File: config.mk
export PLATFORM = sky130hd
export DESIGN_NAME = bus_unjam
export DESIGN_NICKNAME = d
export VERILOG_FILES = /design/src/rtl/unjam_pkg.sv /design/src/rtl/unjam_sync.sv /design/src/rtl/unjam_timer.sv /design/src/rtl/bus_unjam.sv
export SDC_FILE = /design/constraint.sdc
export NUM_CORES = 1
export LEC_CHECK = 0
export CAP_MARGIN = 25
export CORE_ASPECT_RATIO = 1.25
export CORE_UTILIZATION = 51
export CTS_CLUSTER_SIZE = 16
export DETAILED_ROUTE_END_ITERATION = 10
export PLACE_DENSITY = 0.74
export SYNTH_ARGS = -nofsm -noshare
export SYNTH_HDL_FRONTEND = slang
export SYNTH_HIERARCHICAL = 1
export SYNTH_SLANG_ARGS = --single-unit
export TNS_END_PERCENT = 5
File: constraint.sdc
create_clock -name clk -period 5.4 [get_ports clk]
set_input_delay 1.08 -clock clk [delete_from_list [all_inputs] [get_ports clk]]
set_output_delay 1.08 -clock clk [all_outputs]
set_load 0.02 [all_outputs]
File: src/rtl/unjam_pkg.sv
package unjam_pkg;

    typedef enum logic [2:0] {
        ST_IDLE     = 3'd0,
        ST_PROBE    = 3'd1,
        ST_CLK_LOW  = 3'd2,
        ST_CLK_RISE = 3'd3,
        ST_CLK_HIGH = 3'd4,
        ST_STOP_DRV = 3'd5,
        ST_STOP_REL = 3'd6
    } unjam_state_e;

    typedef struct packed {
        logic pull_scl;
        logic pull_sda;
    } drive_t;

    typedef struct packed {
        logic scl;
        logic sda;
    } lines_t;

    function automatic int unsigned cnt_width(input int unsigned n);
        return (n < 2) ? 1 : $clog2(n + 1);
    endfunction

endpackage

File: src/rtl/unjam_sync.sv
module unjam_sync #(
    parameter int unsigned W      = 2,
    parameter int unsigned STAGES = 2
) (
    input  logic         clk,
    input  logic         rst,
    input  logic [W-1:0] din,
    output logic [W-1:0] dout
);
    logic [W-1:0] stg_q [STAGES];

    for (genvar s = 0; s < STAGES; s++) begin : g_stage
        if (s == 0) begin : g_first
            always_ff @(posedge clk) begin
                if (rst) stg_q[s] <= '1;
                else     stg_q[s] <= din;
            end
        end else begin : g_next
            always_ff @(posedge clk) begin
                if (rst) stg_q[s] <= '1;
                else     stg_q[s] <= stg_q[s-1];
            end
        end
    end

    assign dout = stg_q[STAGES-1];
endmodule

File: src/rtl/unjam_timer.sv
module unjam_timer #(
    parameter int unsigned LIMIT = 5
) (
    input  logic clk,
    input  logic rst,
    input  logic load,
    input  logic tick,
    output logic expire
);
    localparam int unsigned CW = (LIMIT < 2) ? 1 : $clog2(LIMIT);
    localparam logic [CW-1:0] LAST = CW'(LIMIT - 1);

    logic [CW-1:0] cnt_q;

    assign expire = tick && !load && (cnt_q == LAST);

    always_ff @(posedge clk) begin
        if (rst || load)          cnt_q <= '0;
        else if (tick && !expire) cnt_q <= cnt_q + 1'b1;
    end
endmodule

File: src/rtl/bus_unjam.sv
module bus_unjam
    import unjam_pkg::*;
#(
    parameter int unsigned HALF_TICKS    = 5,
    parameter int unsigned MAX_PULSES    = 9,
    parameter int unsigned STRETCH_TICKS = 1000,
    parameter int unsigned SYNC_STAGES   = 2
) (
    input  logic clk,
    input  logic rst,
    input  logic start_i,
    input  logic tick_i,
    input  logic scl_in_i,
    input  logic sda_in_i,
    output logic scl_oe_o,
    output logic sda_oe_o,
    output logic busy_o,
    output logic done_o,
    output logic failed_o
);
    localparam int unsigned PW = cnt_width(MAX_PULSES);
    localparam logic [PW-1:0] LAST_PULSE = PW'(MAX_PULSES - 1);

    unjam_state_e state_q, state_n;
    logic [PW-1:0] pulse_q, pulse_n;
    logic          load_q;
    logic          done_q, failed_q;
    logic          fin, fin_fail;
    logic          take_start;
    logic          ph_exp, st_exp;
    lines_t        raw, synced;
    drive_t        drv;

    // two-flop synchronizer on both lines
    assign raw.scl = scl_in_i;
    assign raw.sda = sda_in_i;

    unjam_sync #(.W(2), .STAGES(SYNC_STAGES)) u_sync (
        .clk  (clk),
        .rst  (rst),
        .din  (raw),
        .dout (synced)
    );

    // phase timer restarts on every state entry
    unjam_timer #(.LIMIT(HALF_TICKS)) u_phase (
        .clk    (clk),
        .rst    (rst),
        .load   (load_q),
        .tick   (tick_i),
        .expire (ph_exp)
    );

    // stretch guard runs only while waiting for the clock to rise
    unjam_timer #(.LIMIT(STRETCH_TICKS)) u_stretch (
        .clk    (clk),
        .rst    (rst),
        .load   (state_q != ST_CLK_RISE),
        .tick   (tick_i),
        .expire (st_exp)
    );

    assign take_start = (state_q == ST_IDLE) && start_i;

    always_comb begin
        state_n  = state_q;
        pulse_n  = pulse_q;
        fin      = 1'b0;
        fin_fail = 1'b0;
        unique case (state_q)
            ST_IDLE: begin
                if (start_i) state_n = ST_PROBE;
            end
            ST_PROBE: begin
                pulse_n = '0;
                state_n = synced.sda ? ST_STOP_DRV : ST_CLK_LOW;
            end
            ST_CLK_LOW: begin
                if (ph_exp) state_n = ST_CLK_RISE;
            end
            ST_CLK_RISE: begin
                if (synced.scl) begin
                    state_n = ST_CLK_HIGH;
                end else if (st_exp) begin
                    state_n  = ST_IDLE;
                    fin      = 1'b1;
                    fin_fail = 1'b1;
                end
            end
            ST_CLK_HIGH: begin
                if (ph_exp) begin
                    if (synced.sda) begin
                        state_n = ST_STOP_DRV;
                    end else if (pulse_q == LAST_PULSE) begin
                        state_n  = ST_IDLE;
                        fin      = 1'b1;
                        fin_fail = 1'b1;
                    end else begin
                        pulse_n = pulse_q + 1'b1;
                        state_n = ST_CLK_LOW;
                    end
                end
            end
            ST_STOP_DRV: begin
                if (ph_exp) state_n = ST_STOP_REL;
            end
            ST_STOP_REL: begin
                if (ph_exp) begin
                    state_n = ST_IDLE;
                    fin     = 1'b1;
                end
            end
            default: state_n = ST_IDLE;
        endcase
    end

    always_ff @(posedge clk) begin
        if (rst) begin
            state_q  <= ST_IDLE;
            pulse_q  <= '0;
            load_q   <= 1'b1;
            done_q   <= 1'b0;
            failed_q <= 1'b0;
        end else begin
            state_q <= state_n;
            pulse_q <= pulse_n;
            load_q  <= (state_n != state_q);
            done_q  <= fin;
            if (take_start)  failed_q <= 1'b0;
            else if (fin)    failed_q <= fin_fail;
        end
    end

    // open-drain: only ever pull low, release otherwise
    always_comb begin
        drv.pull_scl = (state_q == ST_CLK_LOW);
        drv.pull_sda = (state_q == ST_STOP_DRV);
    end

    assign scl_oe_o = drv.pull_scl;
    assign sda_oe_o = drv.pull_sda;
    assign busy_o   = (state_q != ST_IDLE);
    assign done_o   = done_q;
    assign failed_o = failed_q;
endmodule

# After elaboration in Yosys (flattened, before gate mapping)
# Memory sizes are Yosys's and may differ from the RTL's.
# Index checks and enable logic that the tools add are counted.
[word_totals]
ramBits = 4
wordCells = 73
inputBits = 6
ff_bits = 23
mem_count = 1
[classes]
n_addsub = 3
eq_ne = 14
reduce_logical = 18
mux = 28
n_bitwise = 2
[memory_table]
columns = ["memory", "words", "word_bits", "read_ports", "rd_clocked_by_memory_dff", "write_ports", "line_no", "source"]
rows = [
  ["u_sync.stg_q", 2, 2, 2, 0, 2, "unjam_sync.sv:10", "logic [W-1:0] stg_q [STAGES];"],
]
[op_table]
columns = ["op", "n"]
rows = [
  ["$mux 3", 9],
  ["$pmux 3 s7", 1],
  ["$eq 3x3->1 const B", 4],
  ["$mux 4", 3],
  ["$add 10x1->10 const B", 1],
  ["$eq 10x10->1 const B", 1],
  ["$mux 1", 9],
  ["$pmux 4 s2", 1],
  ["$logic_and 1x1->1", 7],
  ["$eq 3x2->1 const B", 2],
  ["$mux 2", 3],
  ["$add 4x1->4 const B", 1],
  ["$eq 4x4->1 const B", 1],
  ["$logic_not 1->1", 4],
  ["$ne 2x2->1 const B", 2],
  ["$reduce_and 4->1", 1],
  ["$add 3x1->3 const B", 1],
  ["$eq 3x1->1 const B", 1],
  ["$logic_not 3->1", 1],
  ["$ne 3x2->1 const B", 1],
  ["$ne 3x3->1", 1],
  ["$pmux 1 s3", 1],
  ["$reduce_bool 3->1", 1],
  ["$logic_or 1x1->1", 2],
  ["5 further kinds", 6],
]

# Depth between registers and ports, before layout
# Gate-level depths: netlist (run 1).
[depth]
word_depth = 8
ltp_mapped = 9
depth_no_buf = 8

# Cells and area by module
# The synthesis (run 1) kept the hierarchy.
[modules_own_cells]
columns = ["module", "instances", "area_each_um2", "cells_per_inst"]
rows = [
  ["bus_unjam", 1, 684.4, 92],
  ["unjam_timer (u_stretch)", 1, 575.6, 64],
  ["unjam_timer (u_phase)", 1, 168.9, 20],
  ["unjam_sync", 1, 105.1, 8],
]

# Worst setup path after synthesis (run 1)
# Ideal clock, no wire load.
[synth_path]
path_kind = "in2reg"
startpoint = "input port tick_i"
endpoint = "register pulse_q[3]"
t_arrival_ns = 2.357
setup_ns = 0.074
n_path_buf = 2
stages = 7
path_slack_ns = 2.968
t_required_ns = 5.326
path_cell_list = "and4b_1 buf_4 and4bb_1 buf_4 nand4_1 or4_1 a31oi_1"
[synth_via]
elab_chain_len = 4
[synth_rtl]
columns = ["element", "line_no", "source"]
rows = [
  ["from (decl)", "bus_unjam.sv:12", "input logic tick_i,"],
  ["$logic_and 1x1->1 (2 in series)", "unjam_timer.sv:15", "assign expire = tick && !load && (cnt_q == LAST);"],
  ["$ne 2x1->1 (no line)", "-", ""],
  ["$reduce_and 4->1 (no line)", "-", ""],
  ["to (signal assigned)", "bus_unjam.sv:126", "pulse_q <= pulse_n;"],
  ["to (decl)", "bus_unjam.sv:25", "logic [PW-1:0] pulse_q, pulse_n;"],
]
# No other way between the ends.
# A chain may end at the register's enable or synchronous reset.

# Worst setup path after layout (run 1)
[layout_path]
startpoint = "register state_q[1]"
endpoint = "output port scl_oe_o"
[layout_via]
elab_chain_len = 1
[layout_rtl]
columns = ["element", "line_no", "source"]
rows = [
  ["from (decl)", "bus_unjam.sv:24", "unjam_state_e state_q, state_n;"],
  ["from (signal assigned)", "bus_unjam.sv:125", "state_q <= state_n;"],
  ["$eq 3x2->1", "bus_unjam.sv:136", "drv.pull_scl = (state_q == ST_CLK_LOW);"],
  ["to (decl)", "bus_unjam.sv:15", "output logic scl_oe_o,"],
]
# No other way between the ends.

==> flow_summary.ini, run 1 <==
[route]
vias_per_cell = 6.29
post-route-drc-count = 0
finalWirelength_mm = 3.30
routed-wl-met2_mm = 1.79
met3_length_microns = 75
routedWlPerCell_microns = 14.9
detail-route-antenna-nets = 0
num_vias = 1396
drtPass1Iterations = 4
drtIter0Drc = 63
met1_length_mm = 1.38
routed.top_layer = met4

[clock_network]
cts_resized = 0
post-cts-setup-buffers = 0
cts.sinks = 27
clk_pin_slew_worst_paths_ns = 0.14
tritoncts = done
cts-root-buf = clkbuf_4
insertion_delay_ns = 0.32
clk_path_buf_depth = 2
cts_hold_buf = 0
h-tree-depth = 1
cts_buffers = 3

[synthesis]
synth_edf_count = 0
syn_nets = 195
synth_mux_area_frac = 0.0261
yosys.area_share.simple = 0.329
ys_ff_latch = 27
synth_top_area_cell = dfxtp_1
ys_types = 50
synth_area_sq_mm = 0.00153
synth_ff_type = dfxtp_1
synth_area_per_cell_sq_um = 8.34
synth_top_area_share = 0.352
ys_async_sr_fraction = 0
synth.area.top_cells = dfxtp_1 35%, nand2_1 4.4%, a21oi_1 4.2%
synth_top_family_by_area = simple AND/OR/NAND/NOR gates
yosys.area_share.xor_xnor = 0.00571
synthCells = 184
synth_fa_ha_area_frac = 0.0473
yosys_warnings = 6
synth_compound_area_frac = 0.181
synth-seq-area-share = 0.352

[pwr]
combPwrFrac = 0.134
p_sw_frac = 0.274
p_sw_mw = 0.0967
power_density_mw_per_mm2 = 215
pwr-share-clk = 0.246
p_leak_nw = 0.522
peakVddDrop_uv = 145
intPower_mw = 0.256
p_seq_frac = 0.620

[final_layout]
fin_nets = 200
area_growth_pct = 6.85
final_cells = 222
regArea_sq_um = 541
drive_gt1_frac = 0.0372
antenna-diode-count = 0
fill_cells = 249
layout_common_cells = 27 x dfxtp_1, 18 x nand2_1, 14 x nor2_1
multiInputGateArea_sq_um = 903
final_common_cell = dfxtp_1

[status]
status = complete, no violations

[sta]
timing.hold.ws_ns = 0.430
drv_slew = 0
max_slew_margin = 0.577
worstMarginPinSlew_ns = 0.633
finalHoldViolations = 0
tns_ns = 0
fmax_ghz = 0.308
post-route-period-util = 0.600
fin_skew_ns = 0.00287
setup-violations-final = 0
grt_setup_unrepaired = false
fin_crit_ns = 3.24

[setup_path]
arrival_ns = 2.16
rrSetupSlack_ns = 2.49
cp.required_ns = 4.32
r2r_end = failed_o
cp-start-kind = flop
r2r_cells = 8
path_class = flop to output port
end_kind = output port
path_max_fanout = 20
r2r-start = state_q[0]

[place]
placed_cells = 218
io_buffers = 10
place_hpwl_mm = 2.40
gp_congestion = 0.913

[floorplanning]
dieArea_sq_mm = 0.00323
dieHeight_microns = 63.3
core_area_sq_mm = 0.00276
pin_count = 11
fp.dieW_microns = 51.1
row_count = 21
initial_core_util = 0.556

[global_routing]
antenna_found_initial = 0
grt_first_pass_wirelength_mm = 5.93
grt_pass1_vias = 1427
overflow = 0
grt_max_degree = 21
grt_usage = 0.235

[worst_hold_path]
min_to = u_sync/stg_q[1][1]
worstHoldPathCells = 1
hold_start = u_sync/stg_q[0][1]
hp-class = flop to flop

[job]
max-cap-violations = 0
[metrics by stage]
step | power [mW] | setup WS (ns) | utilization | area [sq um]
after floorplan | 0.254 | 2.97 | - | 1530
after global placement | 0.267 | 1.98 | 0.585 | 1610
after detailed placement | 0.269 | 1.90 | 0.585 | 1610
after CTS | 0.355 | 2.16 | 0.594 | 1640
after global routing | 0.373 | 1.98 | 0.594 | 1640
final | 0.353 | 2.16 | 0.594 | 1640
[area by class of cell]
type | count | share of cell area
clock buffers | 4 | 0.0160
inverters | 7 | 0.0160
flip-flops and latches | 27 | 0.330
multi-input cells | 140 | 0.551
well taps | 34 | 0.0260
repair buffers | 10 | 0.0611
[cells by family after synthesis]
kind of cell    Yosys count
flops                    27
simple gates             86
fa+ha+maj                 6
mux                       4
xor+xnor                  1
buf+inv                  17
compound gates           43
[Yosys cell counts (2+ instances only)]
cell      instances
o21ai_0           5
nor2_1           14
nor2b_1           3
nor3_1            4
mux2i_1           4
or2_1             5
a311oi_1          2
buf_4             3
nand4_1           7
a21oi_1          13
a31oi_1           5
ha_1              5
nand3_1           6
nand2b_1          2
nor3b_1           2
dfxtp_1          27
nand2_1          18
inv_1             7
clkbuf_1          5
o211ai_1          4
or4_1             5
o31ai_1           4
or3_1             4
nor4b_1           2
nand3b_1          2
buf_6             2
[worst max-delay path by stage]
| stage | start | endpoint | cells past startpoint |
|---|---|---|---|
| 4_1_cts | state_q[1] | scl_oe_o | 3 |
| 3_5_place_dp | tick_i | pulse_q[3] | 6 |
| 6_report | state_q[1] | scl_oe_o | 3 |
| 5_1_grt | state_q[1] | scl_oe_o | 3 |
| 3_3_place_gp | tick_i | pulse_q[3] | 6 |
| 2_1_floorplan | tick_i | pulse_q[3] | 7 |
[layer usage]
layer | vias to the layer above | GRT usage
met3 | 6 | 0.0314
li1 | 694 | -
met1 | 669 | 0.270
met5 | - | 0
met2 | 27 | 0.405
met4 | 0 | 0.128
[state kept, by name (all words and copies together), names as in the netlist]
signal,count
done_o,1
failed_o,1
load_q,1
pulse_q,4
state_q,3
u_phase/cnt_q,3
u_stretch/cnt_q,10
u_sync/stg_q,4
[power groups by stage]
stage               clock (mW)  combinational [mW]  sequential [mW]
global route             0.100              0.0524            0.221
detailed placement           0              0.0464            0.223
floorplan                    0              0.0416            0.212
CTS                     0.0903              0.0466            0.218
global placement             0              0.0453            0.222
finish                  0.0868              0.0471            0.219
[critical path: stages (launching register included)]
cell and delay [ns]:
dfxtp_1 0.74, inv_1 0.29, nor3_1 0.19, clkdlybuf4s50_1 0.63
(Power assumes the default switching activity.)
==> run 2: changes to the inputs <==
- PLACE_DENSITY: 0.74 -> 0.77
- clock period: 5.4 -> 2.88 ns (I/O delays scaled with it)
==> run 2 against run 1 <==
Core utilization rose by 1.9 points. Register-to-register slack got worse by 2.1 ns. Critical path depth rose by 5. Count of clock-buffer cells in the layout did not move. Setup slack got worse by 1.7 ns. Final area rose by 3.2%. Final cell count rose by 3.2%. Non-clock buffer count rose by 7. Largest cell class unchanged. Global-route usage rose by 0.73 points.
==> flow_summary.ini, run 2 (synthesis results as in run 1) <==
[final_layout]
regMostFlops = u_stretch/cnt_q
multiInputGateArea_sq_um = 903
final_area_sq_mm = 0.00169
reg_top3 = u_stretch/cnt_q (10), pulse_q (4), u_sync/stg_q (4)
fin_nets = 207
final_common_cell = dfxtp_1
drive_gt1_frac = 0.0718
largest_reg_flops = 10
fill_cells = 256
antenna-diode-count = 0
regArea_sq_um = 541
area_growth_pct = 10.3
layout_common_cells = 27 x dfxtp_1, 18 x nand2_1, 14 x nor2_1
final_cells = 229

[place]
gp_congestion = 0.902
dpl_worst_slack_ns = 0.495
io_buffers = 10
placed_area_sq_mm = 0.00167
place_hpwl_mm = 2.59
placed_cells = 225

[global_routing]
grt_max_degree = 19
grt_pass1_vias = 1386
overflow = 0
grt_first_pass_wirelength_mm = 6.02
antenna_found_initial = 0
grt_usage = 0.242

[clock_network]
cts_resized = 0
cts.sinks = 27
h-tree-depth = 1
clk_path_buf_depth = 2
post-cts-setup-buffers = 0
clk_pin_slew_worst_paths_ns = 0.14
cts-root-buf = clkbuf_4
tritoncts = done
cts_buffers = 3
cts_hold_buf = 0
insertion_delay_ns = 0.31

[floorplanning]
dieHeight_microns = 63.3
row_count = 21
dieArea_sq_mm = 0.00323
initial_core_util = 0.556
pin_count = 11
fp.dieW_microns = 51.1
core_area_sq_mm = 0.00276

[route]
vias_per_cell = 6.33
finalWirelength_mm = 3.55
post-route-drc-count = 0
detail-route-antenna-nets = 0
num_vias = 1450
routedWlPerCell_microns = 15.5
drtIter0Drc = 72
drtPass1Iterations = 4

[setup_path]
cp-start-kind = flop
path_class = flop to flop
critPathBufInv = 0
cp.required_ns = 3.12
crit_top_cell = nand2_1
arrival_ns = 2.68
cp_cell_sequence = nor2b_1 -> nand2_1 -> nor4b_1 -> and4_1 -> nand2_1 -> nor3_1 -> a31oi_1 -> a221oi_1
end_kind = flop
r2r-start = state_q[0]
critPathSlowestCell = nor4b_1
crit_family = simple AND/OR/NAND/NOR gates
crit_start = state_q[0]
critPathMaxStageDelay_ns = 0.48
path_max_fanout = 6

[sta]
finalHoldViolations = 0
fin_crit_ns = 2.44
post-route-period-util = 0.849
setup-violations-final = 0
tns_ns = 0
drv_slew = 0
setup_slack_ns = 0.436
fin_skew_ns = 0.00275
max_slew_margin = 0.672
fmax_ghz = 0.409
grt_setup_unrepaired = false
worstMarginPinSlew_ns = 0.485

[pwr]
peakVddDrop_uv = 278
p_leak_nw = 0.559
p_sw_mw = 0.178
intPower_mw = 0.488
p_sw_frac = 0.268
pwr-share-clk = 0.238
power_density_mw_per_mm2 = 394
combPwrFrac = 0.174
p_seq_frac = 0.587
power.total_mw = 0.666

[worst_hold_path]
hold_start = u_sync/stg_q[0][1]
hp-class = flop to flop

[status]
status = complete, no violations

[job]
max-cap-violations = 0
==> run 2: cell types whose count changed in the layout (fill, tap and decap cells not counted) <==
cell   change
buf_4      +7
==> run 2: layout make-up <==
class                   count  area share
multi-input cells         140       0.534
flip-flops and latches     27       0.320
repair buffers             17      0.0902
well taps                  34      0.0251
clock buffers               4      0.0155
inverters                   7      0.0155
==> run 2: worst paths after layout <==
path	to	slack [ns]	depth (start not counted)
worst max-delay path	failed_o	0.44	8
worst min-delay path	u_sync/stg_q[1][1]	0.42	1
worst max register to register	failed_o	0.44	8
worst min register to register	u_sync/stg_q[1][1]	0.42	1
==> run 2: per-layer routing <==
layer	wire [microns]	vias to the layer above	track usage
li1	-	711	-
met2	1890	45	0.426
met4	87	0	0.149
met1	1450	686	0.264
met3	121	8	0.0314
met5	0	-	0
==> run 2: metrics by stage <==
stage                     hold WS [ns]  utilization
after global placement           0.386        0.604
after floorplan                  0.383            -
after detailed placement         0.392        0.604
final                            0.423        0.613
after global routing             0.448        0.613
after CTS                        0.425        0.613
==> run 2: power by group through the flow <==
stage / Clock [mW] / Sequential, mW / Combinational [mW]
after floorplan: 0 / 0.398 / 0.0780
after global placement: 0 / 0.398 / 0.111
after detailed placement: 0 / 0.399 / 0.114
after CTS: 0.165 / 0.391 / 0.114
after global routing: 0.181 / 0.393 / 0.127
final: 0.159 / 0.391 / 0.116
